## config.mk

```make
export PLATFORM = sky130hd
export DESIGN_NAME = slp_ctrl
export DESIGN_NICKNAME = d
export VERILOG_FILES = /design/src/rtl/slp_pkg.sv /design/src/rtl/slp_ctrl_reg.sv /design/src/rtl/slp_mode_dec.sv /design/src/rtl/slp_seq.sv /design/src/rtl/slp_ctrl.sv
export SDC_FILE = /design/constraint.sdc
export NUM_CORES = 1
export LEC_CHECK = 0
export ABC_CLOCK_PERIOD_IN_PS = 2200
export BUFFER_PORTS_ARGS = -buffer_cell sky130_fd_sc_hd__buf_4
export CORE_MARGIN = 2
export CORE_UTILIZATION = 50
export CTS_CLUSTER_SIZE = 24
export DETAILED_ROUTE_END_ITERATION = 6
export HOLD_SLACK_MARGIN = 0.06
export PLACE_DENSITY = 0.77
export SLEW_MARGIN = 20
export SYNTH_ARGS = -nofsm -noshare
export SYNTH_HDL_FRONTEND = slang
export SYNTH_SLANG_ARGS = --single-unit
```

## constraint.sdc

```tcl
create_clock -name clk -period 2.2 [get_ports clk]
set_input_delay 0.33 -clock clk [delete_from_list [all_inputs] [get_ports clk]]
set_output_delay 0.33 -clock clk [all_outputs]
set_load 0.005 [all_outputs]
```

## src/rtl/slp_pkg.sv

```systemverilog
package slp_pkg;
    typedef enum logic [1:0] {ST_RUN, ST_SLEEP, ST_STARTUP, ST_HALT} slp_state_t;

    typedef struct packed {
        logic cpu;
        logic io;
        logic adc;
        logic osc;
    } clk_en_t;

    localparam logic [2:0] MODE_IDLE  = 3'b000;
    localparam logic [2:0] MODE_ADCNR = 3'b001;
    localparam logic [2:0] MODE_PDOWN = 3'b010;
    localparam logic [2:0] MODE_STBY  = 3'b110;
endpackage

```

## src/rtl/slp_ctrl_reg.sv

```systemverilog
module slp_ctrl_reg (
    input  logic       clk,
    input  logic       rst_n,
    input  logic       reg_we,
    input  logic [7:0] reg_wdata,
    input  logic       wake_rst,
    output logic [7:0] reg_rdata,
    output logic [2:0] mode,
    output logic       sleep_en
);
    always_ff @(posedge clk or negedge rst_n) begin
        if (!rst_n) begin
            mode     <= 3'b000;
            sleep_en <= 1'b0;
        end else if (wake_rst) begin
            mode     <= 3'b000;
            sleep_en <= 1'b0;
        end else if (reg_we) begin
            mode     <= reg_wdata[3:1];
            sleep_en <= reg_wdata[0];
        end
    end

    assign reg_rdata = {4'b0000, mode, sleep_en};
endmodule

```

## src/rtl/slp_mode_dec.sv

```systemverilog
module slp_mode_dec
    import slp_pkg::*;
#(
    parameter int PD_DLY = 16,
    parameter int SB_DLY = 6,
    parameter int CNT_W  = 5
) (
    input  logic [2:0]       mode,
    output logic             mode_valid,
    output clk_en_t          sleep_gate,
    output logic [CNT_W-1:0] start_dly
);
    always_comb begin
        mode_valid = 1'b1;
        sleep_gate = '{cpu: 1'b0, io: 1'b0, adc: 1'b0, osc: 1'b0};
        start_dly  = '0;
        unique case (mode)
            MODE_IDLE: begin
                sleep_gate = '{cpu: 1'b0, io: 1'b1, adc: 1'b1, osc: 1'b1};
            end
            MODE_ADCNR: begin
                sleep_gate = '{cpu: 1'b0, io: 1'b0, adc: 1'b1, osc: 1'b1};
            end
            MODE_PDOWN: begin
                start_dly = CNT_W'(PD_DLY);
            end
            MODE_STBY: begin
                sleep_gate = '{cpu: 1'b0, io: 1'b0, adc: 1'b0, osc: 1'b1};
                start_dly  = CNT_W'(SB_DLY);
            end
            default: begin
                mode_valid = 1'b0;
            end
        endcase
    end
endmodule

```

## src/rtl/slp_seq.sv

```systemverilog
module slp_seq
    import slp_pkg::*;
#(
    parameter int CNT_W = 5
) (
    input  logic             clk,
    input  logic             rst_n,
    input  logic             sleep_pulse,
    input  logic             sleep_en,
    input  logic             mode_valid,
    input  clk_en_t          sleep_gate,
    input  logic [CNT_W-1:0] start_dly,
    input  logic             irq_req,
    input  logic             wake_rst,
    output logic             cpu_run,
    output clk_en_t          clk_en,
    output logic             wake_cause
);
    localparam logic [CNT_W-1:0] HALT_LAST = CNT_W'(3);

    slp_state_t       state, state_nx;
    logic [CNT_W-1:0] cnt, cnt_nx;
    clk_en_t          gate_q;
    logic [CNT_W-1:0] dly_q;
    logic             cause_nx;
    logic             wake_ev;

    assign wake_ev = irq_req | wake_rst;

    always_comb begin
        state_nx = state;
        cnt_nx   = cnt;
        cause_nx = wake_cause;
        unique case (state)
            ST_RUN: begin
                if (sleep_pulse && sleep_en && mode_valid) state_nx = ST_SLEEP;
            end
            ST_SLEEP: begin
                if (wake_ev) begin
                    cause_nx = wake_rst;
                    if (dly_q != '0) begin
                        state_nx = ST_STARTUP;
                        cnt_nx   = dly_q - CNT_W'(1);
                    end else begin
                        state_nx = ST_HALT;
                        cnt_nx   = HALT_LAST;
                    end
                end
            end
            ST_STARTUP: begin
                if (wake_rst) cause_nx = 1'b1;
                if (cnt == '0) begin
                    state_nx = ST_HALT;
                    cnt_nx   = HALT_LAST;
                end else begin
                    cnt_nx = cnt - CNT_W'(1);
                end
            end
            ST_HALT: begin
                if (wake_rst) cause_nx = 1'b1;
                if (cnt == '0) state_nx = ST_RUN;
                else           cnt_nx = cnt - CNT_W'(1);
            end
            default: state_nx = ST_RUN;
        endcase
    end

    always_ff @(posedge clk or negedge rst_n) begin
        if (!rst_n) begin
            state      <= ST_RUN;
            cnt        <= '0;
            wake_cause <= 1'b0;
            gate_q     <= '{cpu: 1'b1, io: 1'b1, adc: 1'b1, osc: 1'b1};
            dly_q      <= '0;
        end else begin
            state      <= state_nx;
            cnt        <= cnt_nx;
            wake_cause <= cause_nx;
            if (state == ST_RUN && state_nx == ST_SLEEP) begin
                gate_q <= sleep_gate;
                dly_q  <= start_dly;
            end
        end
    end

    always_comb begin
        cpu_run = 1'b0;
        clk_en  = '{cpu: 1'b1, io: 1'b1, adc: 1'b1, osc: 1'b1};
        unique case (state)
            ST_RUN:     cpu_run = 1'b1;
            ST_SLEEP:   clk_en = gate_q;
            ST_STARTUP: clk_en = '{cpu: 1'b0, io: 1'b0, adc: 1'b0, osc: 1'b1};
            ST_HALT:    clk_en = '{cpu: 1'b0, io: 1'b1, adc: 1'b1, osc: 1'b1};
            default:    cpu_run = 1'b1;
        endcase
    end

    AST_SE_LOW_NO_SLEEP: assert property (@(posedge clk) disable iff (!rst_n)
        (state == ST_RUN && sleep_pulse && !sleep_en) |=> (state == ST_RUN));
    AST_RSVD_NOP: assert property (@(posedge clk) disable iff (!rst_n)
        (state == ST_RUN && sleep_pulse && !mode_valid) |=> (state == ST_RUN));
    AST_HOLD_ASLEEP: assert property (@(posedge clk) disable iff (!rst_n)
        (state == ST_SLEEP && !irq_req && !wake_rst) |=> (state == ST_SLEEP));
    AST_HALT_FOUR: assert property (@(posedge clk) disable iff (!rst_n)
        $rose(cpu_run) |-> ($past(state == ST_HALT, 1) && $past(state == ST_HALT, 4)
                            && !$past(state == ST_HALT, 5)));
    AST_CAUSE_RST: assert property (@(posedge clk) disable iff (!rst_n)
        (state == ST_SLEEP && wake_rst) |=> wake_cause);
endmodule

```

## src/rtl/slp_ctrl.sv

```systemverilog
module slp_ctrl
    import slp_pkg::*;
#(
    parameter int PD_DLY = 16,
    parameter int SB_DLY = 6
) (
    input  logic       clk,
    input  logic       rst_n,
    input  logic       reg_we,
    input  logic [7:0] reg_wdata,
    output logic [7:0] reg_rdata,
    input  logic       sleep_pulse,
    input  logic       irq_req,
    input  logic       wake_rst,
    output logic       cpu_run,
    output logic       clk_en_cpu,
    output logic       clk_en_io,
    output logic       clk_en_adc,
    output logic       clk_en_osc,
    output logic       wake_cause
);
    localparam int MAX_DLY = (PD_DLY > SB_DLY) ? ((PD_DLY > 4) ? PD_DLY : 4)
                                               : ((SB_DLY > 4) ? SB_DLY : 4);
    localparam int CNT_W   = $clog2(MAX_DLY + 1);

    logic [2:0]       mode;
    logic             sleep_en;
    logic             mode_valid;
    clk_en_t          sleep_gate;
    logic [CNT_W-1:0] start_dly;
    clk_en_t          clk_en;

    slp_ctrl_reg u_reg (
        .clk       (clk),
        .rst_n     (rst_n),
        .reg_we    (reg_we),
        .reg_wdata (reg_wdata),
        .wake_rst  (wake_rst),
        .reg_rdata (reg_rdata),
        .mode      (mode),
        .sleep_en  (sleep_en)
    );

    slp_mode_dec #(.PD_DLY(PD_DLY), .SB_DLY(SB_DLY), .CNT_W(CNT_W)) u_dec (
        .mode       (mode),
        .mode_valid (mode_valid),
        .sleep_gate (sleep_gate),
        .start_dly  (start_dly)
    );

    slp_seq #(.CNT_W(CNT_W)) u_seq (
        .clk         (clk),
        .rst_n       (rst_n),
        .sleep_pulse (sleep_pulse),
        .sleep_en    (sleep_en),
        .mode_valid  (mode_valid),
        .sleep_gate  (sleep_gate),
        .start_dly   (start_dly),
        .irq_req     (irq_req),
        .wake_rst    (wake_rst),
        .cpu_run     (cpu_run),
        .clk_en      (clk_en),
        .wake_cause  (wake_cause)
    );

    assign clk_en_cpu = clk_en.cpu;
    assign clk_en_io  = clk_en.io;
    assign clk_en_adc = clk_en.adc;
    assign clk_en_osc = clk_en.osc;

    AST_CPU_CLK_OFF_ASLEEP: assert property (@(posedge clk) disable iff (!rst_n)
        !cpu_run |-> !clk_en_cpu);
    AST_REG_KEPT_ON_IRQ: assert property (@(posedge clk) disable iff (!rst_n)
        (!cpu_run && !wake_rst && !reg_we) |=> $stable(reg_rdata));
endmodule

```

==> results.toml, run 1 <==
[outcome]
result_of_the_run = "complete, no violations"

[critical_path]
critical_path.max_fanout = 13
critical_path_arrival_ns = 1.59
path_class = "reg -> out"
timing.critical_path.from_type = "flip-flop"
critical_path_required_ns = 1.87
critPathCaptureType = "output port"

[finish]
nets_finish = 130
area.growth.synth_to_final_pct = 18.34
insertedDiodeCount = 0
final_common_cell = "sky130_fd_sc_hd__buf_4"
multi_input_comb_area_um2 = 465.4
ff_latch_area_um2 = 455.4
post_route_cells_drive_above_1_share = 0.2719
design_area_um2 = 1162
most_used_cells_in_the_layout_excluding_fill_and_tap_cells = "sky130_fd_sc_hd__buf_4 (19), sky130_fd_sc_hd__dfrtp_1 (14), sky130_fd_sc_hd__nor2_1 (12)"
filler_cells = 166

[synthesis]
yosys_warnings = 0
yosys-top-cells-area = "sky130_fd_sc_hd__dfrtp_1 (36%), sky130_fd_sc_hd__dfstp_2 (11%), sky130_fd_sc_hd__mux2i_1 (5.1%), sky130_fd_sc_hd__nor2_1 (4.6%), sky130_fd_sc_hd__buf_4 (3.8%)"
synth_edf_count = 0
synthFlopType = "sky130_fd_sc_hd__dfrtp_1"
synth.avg_cell_area_um2 = 10.23
postSynth.asyncResetShare = 1.000
syn_inst = 96
yosysUniqueCellTypes = 38
netlist_area_um2 = 982.2
ys_ff_latch = 18
synth_sequential_area_ratio = 0.4637
netlist.top_cell.by_area = "sky130_fd_sc_hd__dfrtp_1"
netlist.area_leader.share = 0.3567

[timing]
fmax_mhz = 521.9
grt_setup_unrepaired = "false"
whs_ns = 0.2459
layout_setup_ws_ns = 0.2839
timing_worst_slew_pin_value_ns = 0.6217
setup_viol = 0
final.min_clock_period_ns = 1.916
final-max-slew-violation-count = 0
worst_clock_skew_ns = 0.004394
finalHoldViolCount = 0
finalCritPeriodShare = 0.8710
finalSetupTns_ns = 0
slew_headroom = 0.5797

[floorplanning]
design.portCount = 28
starting_density = 0.5164
die-height_um = 48.32
floorplan.die_area_um2 = 2335
die-width_um = 48.32
rows = 16
design.core.area_um2 = 1902

[power]
leakage_power_of_the_design_nw = 0.5375
ir_worst_vdd_mv = 0.5329
power_density_nw_per_um2 = 1058

[clock_network]
clkLatencyLatePin_ns = 0.29
cts-hold-fix-buffers = 1
tritoncts.num_buffers = 3
clock_tree_from_tritoncts = "yes"
cts.htree.levels = 1
cts_sinks = 18
cts_resized = 0
clkTransAtPathRegs_ns = 0.11
cts_max_path_buffers = 2
cts_root_buf = "sky130_fd_sc_hd__clkbuf_4"
cts_post_setup_buffers_inserted = 0

[worst_hold_path]
hp-class = "in -> reg"

[global_routing]
overflow = 0
antenna_violations_before_repair = 0
grt_start_max_net_pins = 19
grt_pass1_wl_mm = 3.229
overall_global_routing_usage = 0.1745
grt_pass1_vias = 713

[place]
instance_area_after_placement_um2 = 1116
globalplace.congestion = 0.7503
pre_cts_slack_ns = 0.3510
dpl.hpwl_mm = 1.423
number_of_port_buffers = 19

[detailed_routing]
drtIter0Drc = 20
avgRoutedWirePerCell_um = 13.14
route.vias.total = 759
drc_errors = 0
dr.pass1.iters = 4
routed_wl_mm = 1.853
viasPerCell = 5.383
drtAntennaViolNets = 0

[run]
drv_cap = 0
[final cells by class]
cell class | count | share of cell area
Clock buffer | 4 | 0.03122
Timing Repair Buffer | 20 | 0.1313
Sequential cell | 18 | 0.3918
Inverter | 5 | 0.01615
Multi-Input combinational cell | 67 | 0.4004
Tap cell | 27 | 0.02906
[registers in the layout, summed over array words and instances (netlist names)]
signal	flops
u_seq.wake_cause	1
u_seq.state	2
u_reg.sleep_en	1
u_reg.mode	3
u_seq.gate_q	4
u_seq.dly_q	2
u_seq.cnt	5
[path summary, 6_finish.rpt]
| check | from | to | slack (ns) | cells after the start |
|---|---|---|---|---|
| setup / recovery | u_seq.state[1] | clk_en_osc | 0.28 | 3 |
| hold / removal | wake_rst | u_reg.sleep_en | 0.25 | 2 |
| setup reg to reg | u_seq.cnt[0] | u_seq.cnt[2] | 0.34 | 5 |
| hold reg to reg | u_reg.mode[0] | u_seq.gate_q[2] | 0.48 | 1 |
| max in group asynchronous | rst_n | u_seq.gate_q[3] | 1.51 | 2 |
| min in group asynchronous | rst_n | u_seq.wake_cause | 0.43 | 2 |
[worst max-delay path: stages, from the launching register on]
cell and delay [ns]:
sky130_fd_sc_hd__dfrtp_1 0.55, sky130_fd_sc_hd__nand2b_1 0.30, sky130_fd_sc_hd__or2_2 0.31, sky130_fd_sc_hd__buf_4 0.13
[layer usage]
metal  vias up  wire, µm  GRT usage
met3         0        72    0.02778
met1       368       863     0.2439
met5         -         0          0
met4         0         0    0.02857
met2        19       917     0.2940
li1        372         -          -
[power breakdown]
part	internal (mW)	total, mW	switching [mW]
Sequential	0.428	0.555	0.127
Clock	0.101	0.204	0.104
Combinational	0.275	0.470	0.196
Total	0.804	1.23	0.426
[cells in the mapped netlist, drive strengths merged, types with 2 or more instances]
cell     number
o21ai         4
mux2i         5
dfrtp        14
nor4b         2
a21oi         4
o21a          3
o2bb2ai       2
nor2         12
and2          2
o221ai        2
nand3b        2
buf           6
inv           5
nand2b        2
nand2         4
dfstp         4
clkbuf        3
[cell families (layout without fill, tap and decap cells)]
| family | after synthesis | after routing | synth area share |
|---|---|---|---|
| flip-flops | 18 | 18 | 0.4637 |
| adder cells (fa/ha/maj) | 1 | 1 | 0.01274 |
| multiplexers | 6 | 6 | 0.06624 |
| AO/OA/AOI/OAI | 23 | 23 | 0.1886 |
| other | 1 | 4 | 0.003818 |
| XOR/XNOR | 1 | 1 | 0.008919 |
| AND/OR/NAND/NOR | 32 | 32 | 0.1822 |
| buffers and inverters | 14 | 29 | 0.07389 |
[stage by stage]
step	power (mW)	utilization	std cells
global placement	1.010	0.5868	136
detailed placement	1.032	0.5868	136
floorplan	0.8880	-	99
finish	1.230	0.6112	141
global route	1.329	0.6112	141
CTS	1.234	0.6112	141
Power figures use the tool's default switching activity.
==> run 2, diff against run 1 <==
Settings changed: CORE_MARGIN 2 to 1.5.
==> run 2 against run 1 <==
Compared with the run above:
- global-route usage grew 2.6 points
- flip-flop and latch count stayed put
- die area shrank 4.1%
- worst setup slack improved by 0.024 ns
- first-iteration DRC count up 5.0%
- clock skew fell by 0.0014 ns
- clock power hardly changed
- sequential share of layout area down 0.17 points
- total power grew 1.2%
- non-clock buffer count grew 1
- cell count shrank 0.71%
- register-to-register slack got worse by 0.03 ns
- critical path type is now reg -> reg
- largest cell class unchanged
- highest routed layer is now met4
==> results.toml, run 2 (synthesis gave the netlist of run 1 again) <==
[timing]
final.min_clock_period_ns = 1.892
slew_headroom = 0.5786
fmax_mhz = 528.4
grt_setup_unrepaired = "false"
layout_setup_ws_ns = 0.3075
finalHoldViolCount = 0
final-max-slew-violation-count = 0
timing_worst_slew_pin_value_ns = 0.6233
worst_clock_skew_ns = 0.002953
finalSetupTns_ns = 0
finalCritPeriodShare = 0.8602
setup_viol = 0

[critical_path]
critical_path_required_ns = 2.39
critical_path_arrival_ns = 2.08
path_delay_family = "flip-flops"
worstPathBufferInverterCount = 1
critical_path.max_fanout = 5
cp_slowest_stage_delay_ns = 0.43
timing.critical_path.from_type = "flip-flop"
path_class = "reg -> reg"
critical_path.cell_chain = "inv_1, ha_1, or3b_4, o32ai_4, mux2_4"
critPathCaptureType = "flip-flop"
critical-path-slowest-cell = "sky130_fd_sc_hd__dfrtp_1"

[finish]
area.growth.synth_to_final_pct = 18.85
largest_register_ff_count = 5
post_route_cells_drive_above_1_share = 0.2783
insertedDiodeCount = 0
top_regs = "u_seq.cnt: 5 flops, u_seq.gate_q: 4 flops, u_reg.mode: 3 flops"
postLayoutCoreUtil = 0.6547
final_common_cell = "sky130_fd_sc_hd__buf_4"
nets_finish = 131
most_used_cells_in_the_layout_excluding_fill_and_tap_cells = "sky130_fd_sc_hd__buf_4 (20), sky130_fd_sc_hd__dfrtp_1 (14), sky130_fd_sc_hd__nor2_1 (12)"
max_flop_register = "u_seq.cnt"

[clock_network]
cts.htree.levels = 1
cts_max_path_buffers = 2
cts_root_buf = "sky130_fd_sc_hd__clkbuf_4"
clkTransAtPathRegs_ns = 0.11
tritoncts.num_buffers = 3
clock_tree_from_tritoncts = "yes"
cts_sinks = 18
clkLatencyLatePin_ns = 0.29

[run]
drv_cap = 0

[power]
p_sw_mw = 0.4340
p_seq_frac = 0.443
clock_power_share = 0.165
pwr-share-comb = 0.392
power_density_nw_per_um2 = 1066
design_power_total_mw = 1.245
leakage_power_of_the_design_nw = 0.5417
intPower_mw = 0.8108
swShare = 0.3487
ir_worst_vdd_mv = 0.7429

[global_routing]
antenna_violations_before_repair = 0
grt_pass1_wl_mm = 3.118
grt_pass1_vias = 699
overflow = 0
overall_global_routing_usage = 0.2009
grt_start_max_net_pins = 19

[place]
dpl.hpwl_mm = 1.454
pre_cts_slack_ns = 0.3442
globalplace.congestion = 0.7457
number_of_port_buffers = 19

[floorplanning]
design.core.area_um2 = 1783
rows = 15
starting_density = 0.5509
die-width_um = 47.32
floorplan.die_area_um2 = 2239
design.portCount = 28
die-height_um = 47.32

[detailed_routing]
routed_wl_mm = 1.971
viasPerCell = 5.464
dr.pass1.iters = 6
route.vias.total = 765
avgRoutedWirePerCell_um = 14.08
drtAntennaViolNets = 0
drtIter0Drc = 21
drc_errors = 0

[outcome]
result_of_the_run = "complete, no violations"

[worst_hold_path]
hp-class = "in -> reg"
## run 2: changes by cell type in the layout (fill, tap and decap cells not counted)
| cell | previous run | this run |
|---|---|---|
| sky130_fd_sc_hd__buf_4 | 19 | 20 |
## run 2: repair_timing
action,4_1_cts,5_1_grt
buffers inserted,0,0
endpoints found under the hold margin,14,0
hold buffers,1,0
gates resized for setup,0,0
## run 2: final cells by class
class	count	area (µm²)
Multi-Input combinational cell	67	465.4
Timing Repair Buffer	21	160.2
Clock buffer	4	36.28
Inverter	5	18.77
Tap cell	25	31.28
Fill cell	155	615.6
Sequential cell	18	455.4
## run 2: through the flow
step / area, µm² / instances / hold slack, ns
after floorplan: 993.5 / 99 / 0.03441
after global placement: 1121 / 135 / 0.2107
after global routing: 1167 / 140 / 0.2302
after detailed placement: 1121 / 135 / 0.2131
after CTS: 1167 / 140 / 0.2392
final: 1167 / 140 / 0.2498
## run 2: power groups by stage
stage / Combinational [mW] / Sequential, mW / Clock (mW)
finish: 0.488 / 0.552 / 0.205
global route: 0.543 / 0.567 / 0.224
CTS: 0.490 / 0.550 / 0.211
detailed placement: 0.486 / 0.558 / 0
global placement: 0.471 / 0.548 / 0
floorplan: 0.391 / 0.497 / 0
## run 2: path summary, 6_finish.rpt
check / from / to / slack (ns) / depth (start not counted)
max: u_seq.cnt[0] / u_seq.cnt[2] / 0.31 / 5
min: wake_rst / u_reg.sleep_en / 0.25 / 2
max reg2reg: u_seq.cnt[0] / u_seq.cnt[2] / 0.31 / 5
min reg2reg: u_reg.mode[0] / u_seq.gate_q[2] / 0.49 / 1
max in group asynchronous: rst_n / u_seq.gate_q[3] / 1.51 / 2
min in group asynchronous: rst_n / u_seq.dly_q[2] / 0.43 / 2
## run 2: per-layer routing
layer / up-vias / wire length [µm] / GRT usage
met2: 21 / 889 / 0.2919
met1: 372 / 992 / 0.2936
li1: 370 / - / -
met3: 2 / 73 / 0.03462
met4: 0 / 14 / 0.08333
met5: - / 0 / 0
==> run 3, diff against run 2 <==
Settings changed: CAP_MARGIN from default to 20, PLACE_DENSITY 0.77 to 0.81.
==> run 3 against run 2 <==
Compared with the run above:
- final area is 0.64% lower
- combinational power fell by 3%
- cell count down 0.71%
- total power is 0.90% lower
==> results.toml, run 3 (synthesis gave the netlist of run 1 again) <==
[outcome]
result_of_the_run = "complete, no violations"

[detailed_routing]
met3_length_um = 74
dr.pass1.iters = 4
viasPerCell = 5.554
route.vias.total = 772
drtAntennaViolNets = 0
avgRoutedWirePerCell_um = 13.74
m1WireLength_um = 892
drc_errors = 0
route.top_layer_used = "met4"
drtIter0Drc = 25
routed_wl_mm = 1.910
met2_length_um = 925

[floorplanning]
starting_density = 0.5509
design.portCount = 28
design.core.area_um2 = 1783
die-height_um = 47.32
floorplan.die_area_um2 = 2239
die-width_um = 47.32
rows = 15

[clock_network]
tritoncts.num_buffers = 3
cts_post_setup_buffers_inserted = 0
clkTransAtPathRegs_ns = 0.11
clkLatencyLatePin_ns = 0.29
cts.htree.levels = 1
cts_root_buf = "sky130_fd_sc_hd__clkbuf_4"
cts_sinks = 18
clock_tree_from_tritoncts = "yes"
cts_max_path_buffers = 2

[critical_path]
timing.critical_path.from_type = "flip-flop"
critical_path_required_ns = 1.87
critical_path.max_fanout = 13
path_class = "reg -> out"
critPathCaptureType = "output port"
critical_path_arrival_ns = 1.61

[power]
design_power_total_mw = 1.234
leakage_power_of_the_design_nw = 0.5375
power_density_nw_per_um2 = 1064
ir_worst_vdd_mv = 0.6242

[finish]
postLayoutCoreUtil = 0.6505
top_regs = "u_seq.cnt: 5 flops, u_seq.gate_q: 4 flops, u_reg.mode: 3 flops"
area.growth.synth_to_final_pct = 18.09
max_flop_register = "u_seq.cnt"
filler_cells = 147
ff_latch_area_um2 = 455.4
post_route_cells_drive_above_1_share = 0.2719
fin_cells = 139
final_common_cell = "sky130_fd_sc_hd__buf_4"
multi_input_comb_area_um2 = 465.4
design_area_um2 = 1160
nets_finish = 130
largest_register_ff_count = 5
insertedDiodeCount = 0
most_used_cells_in_the_layout_excluding_fill_and_tap_cells = "sky130_fd_sc_hd__buf_4 (19), sky130_fd_sc_hd__dfrtp_1 (14), sky130_fd_sc_hd__nor2_1 (12)"

[timing]
finalCritPeriodShare = 0.8829
worst_clock_skew_ns = 0.005620
final.min_clock_period_ns = 1.942
final-max-slew-violation-count = 0
fmax_mhz = 514.8
slew_headroom = 0.5713
grt_setup_unrepaired = "false"
timing_worst_slew_pin_value_ns = 0.6342
finalHoldViolCount = 0
finalSetupTns_ns = 0
setup_viol = 0

[place]
place_inst = 134
dpl.hpwl_mm = 1.430
number_of_port_buffers = 19
instance_area_after_placement_um2 = 1114
globalplace.congestion = 0.8490

[global_routing]
overflow = 0
antenna_violations_before_repair = 0
overall_global_routing_usage = 0.1953
grt_pass1_vias = 712
grt_pass1_wl_mm = 3.077
grt_start_max_net_pins = 19

[run]
drv_cap = 0

[worst_hold_path]
hp-class = "in -> reg"
[run 3: worst max-delay path, cell delays in order, from the launching register on]
cell and delay (ns):
sky130_fd_sc_hd__dfrtp_1 0.56, sky130_fd_sc_hd__nand2b_1 0.31, sky130_fd_sc_hd__or2_2 0.31, sky130_fd_sc_hd__buf_4 0.13
[run 3: path summary, 6_finish.rpt]
path,from,to,slack [ns],depth (start not counted)
worst min register to register,u_reg.mode[0],u_seq.gate_q[2],0.48,1
worst min-delay path,wake_rst,u_reg.mode[2],0.25,2
max in group asynchronous,rst_n,u_seq.gate_q[0],1.51,2
min in group asynchronous,rst_n,u_seq.state[1],0.42,2
worst max register to register,u_seq.cnt[1],u_seq.cnt[2],0.34,5
worst max-delay path,u_seq.state[1],clk_en_osc,0.26,3
[run 3: what timing repair did]
action	CTS	global route
hold buffers	1	0
resized for setup	0	0
endpoints found under the hold margin	14	0
[run 3: per-layer routing]
layer / GRT usage / vias to the layer above
li1: - / 371
met1: 0.2795 / 372
met2: 0.3054 / 25
met3: 0.02308 / 4
met4: 0.06667 / 0
met5: 0 / -
[run 3: stage by stage]
step,setup slack (ns),hold WS [ns]
floorplan,0.4605,0.03441
global placement,0.3616,0.2084
detailed placement,0.3546,0.2103
CTS,0.2568,0.2442
global route,0.1680,0.2454
finish,0.2577,0.2482
[run 3: cell type report]
class,count,area share
tap,25,0.02697
inverter,5,0.01618
multi-input combinational,67,0.4013
timing repair buffer,20,0.1316
sequential,18,0.3927
clock buffer,4,0.03128
[run 3: report_power, final]
| group | internal (mW) | total (mW) | switching (mW) |
|---|---|---|---|
| logic | 0.275 | 0.475 | 0.200 |
| registers | 0.429 | 0.555 | 0.126 |
| clock network | 0.101 | 0.205 | 0.104 |
| total | 0.804 | 1.23 | 0.430 |
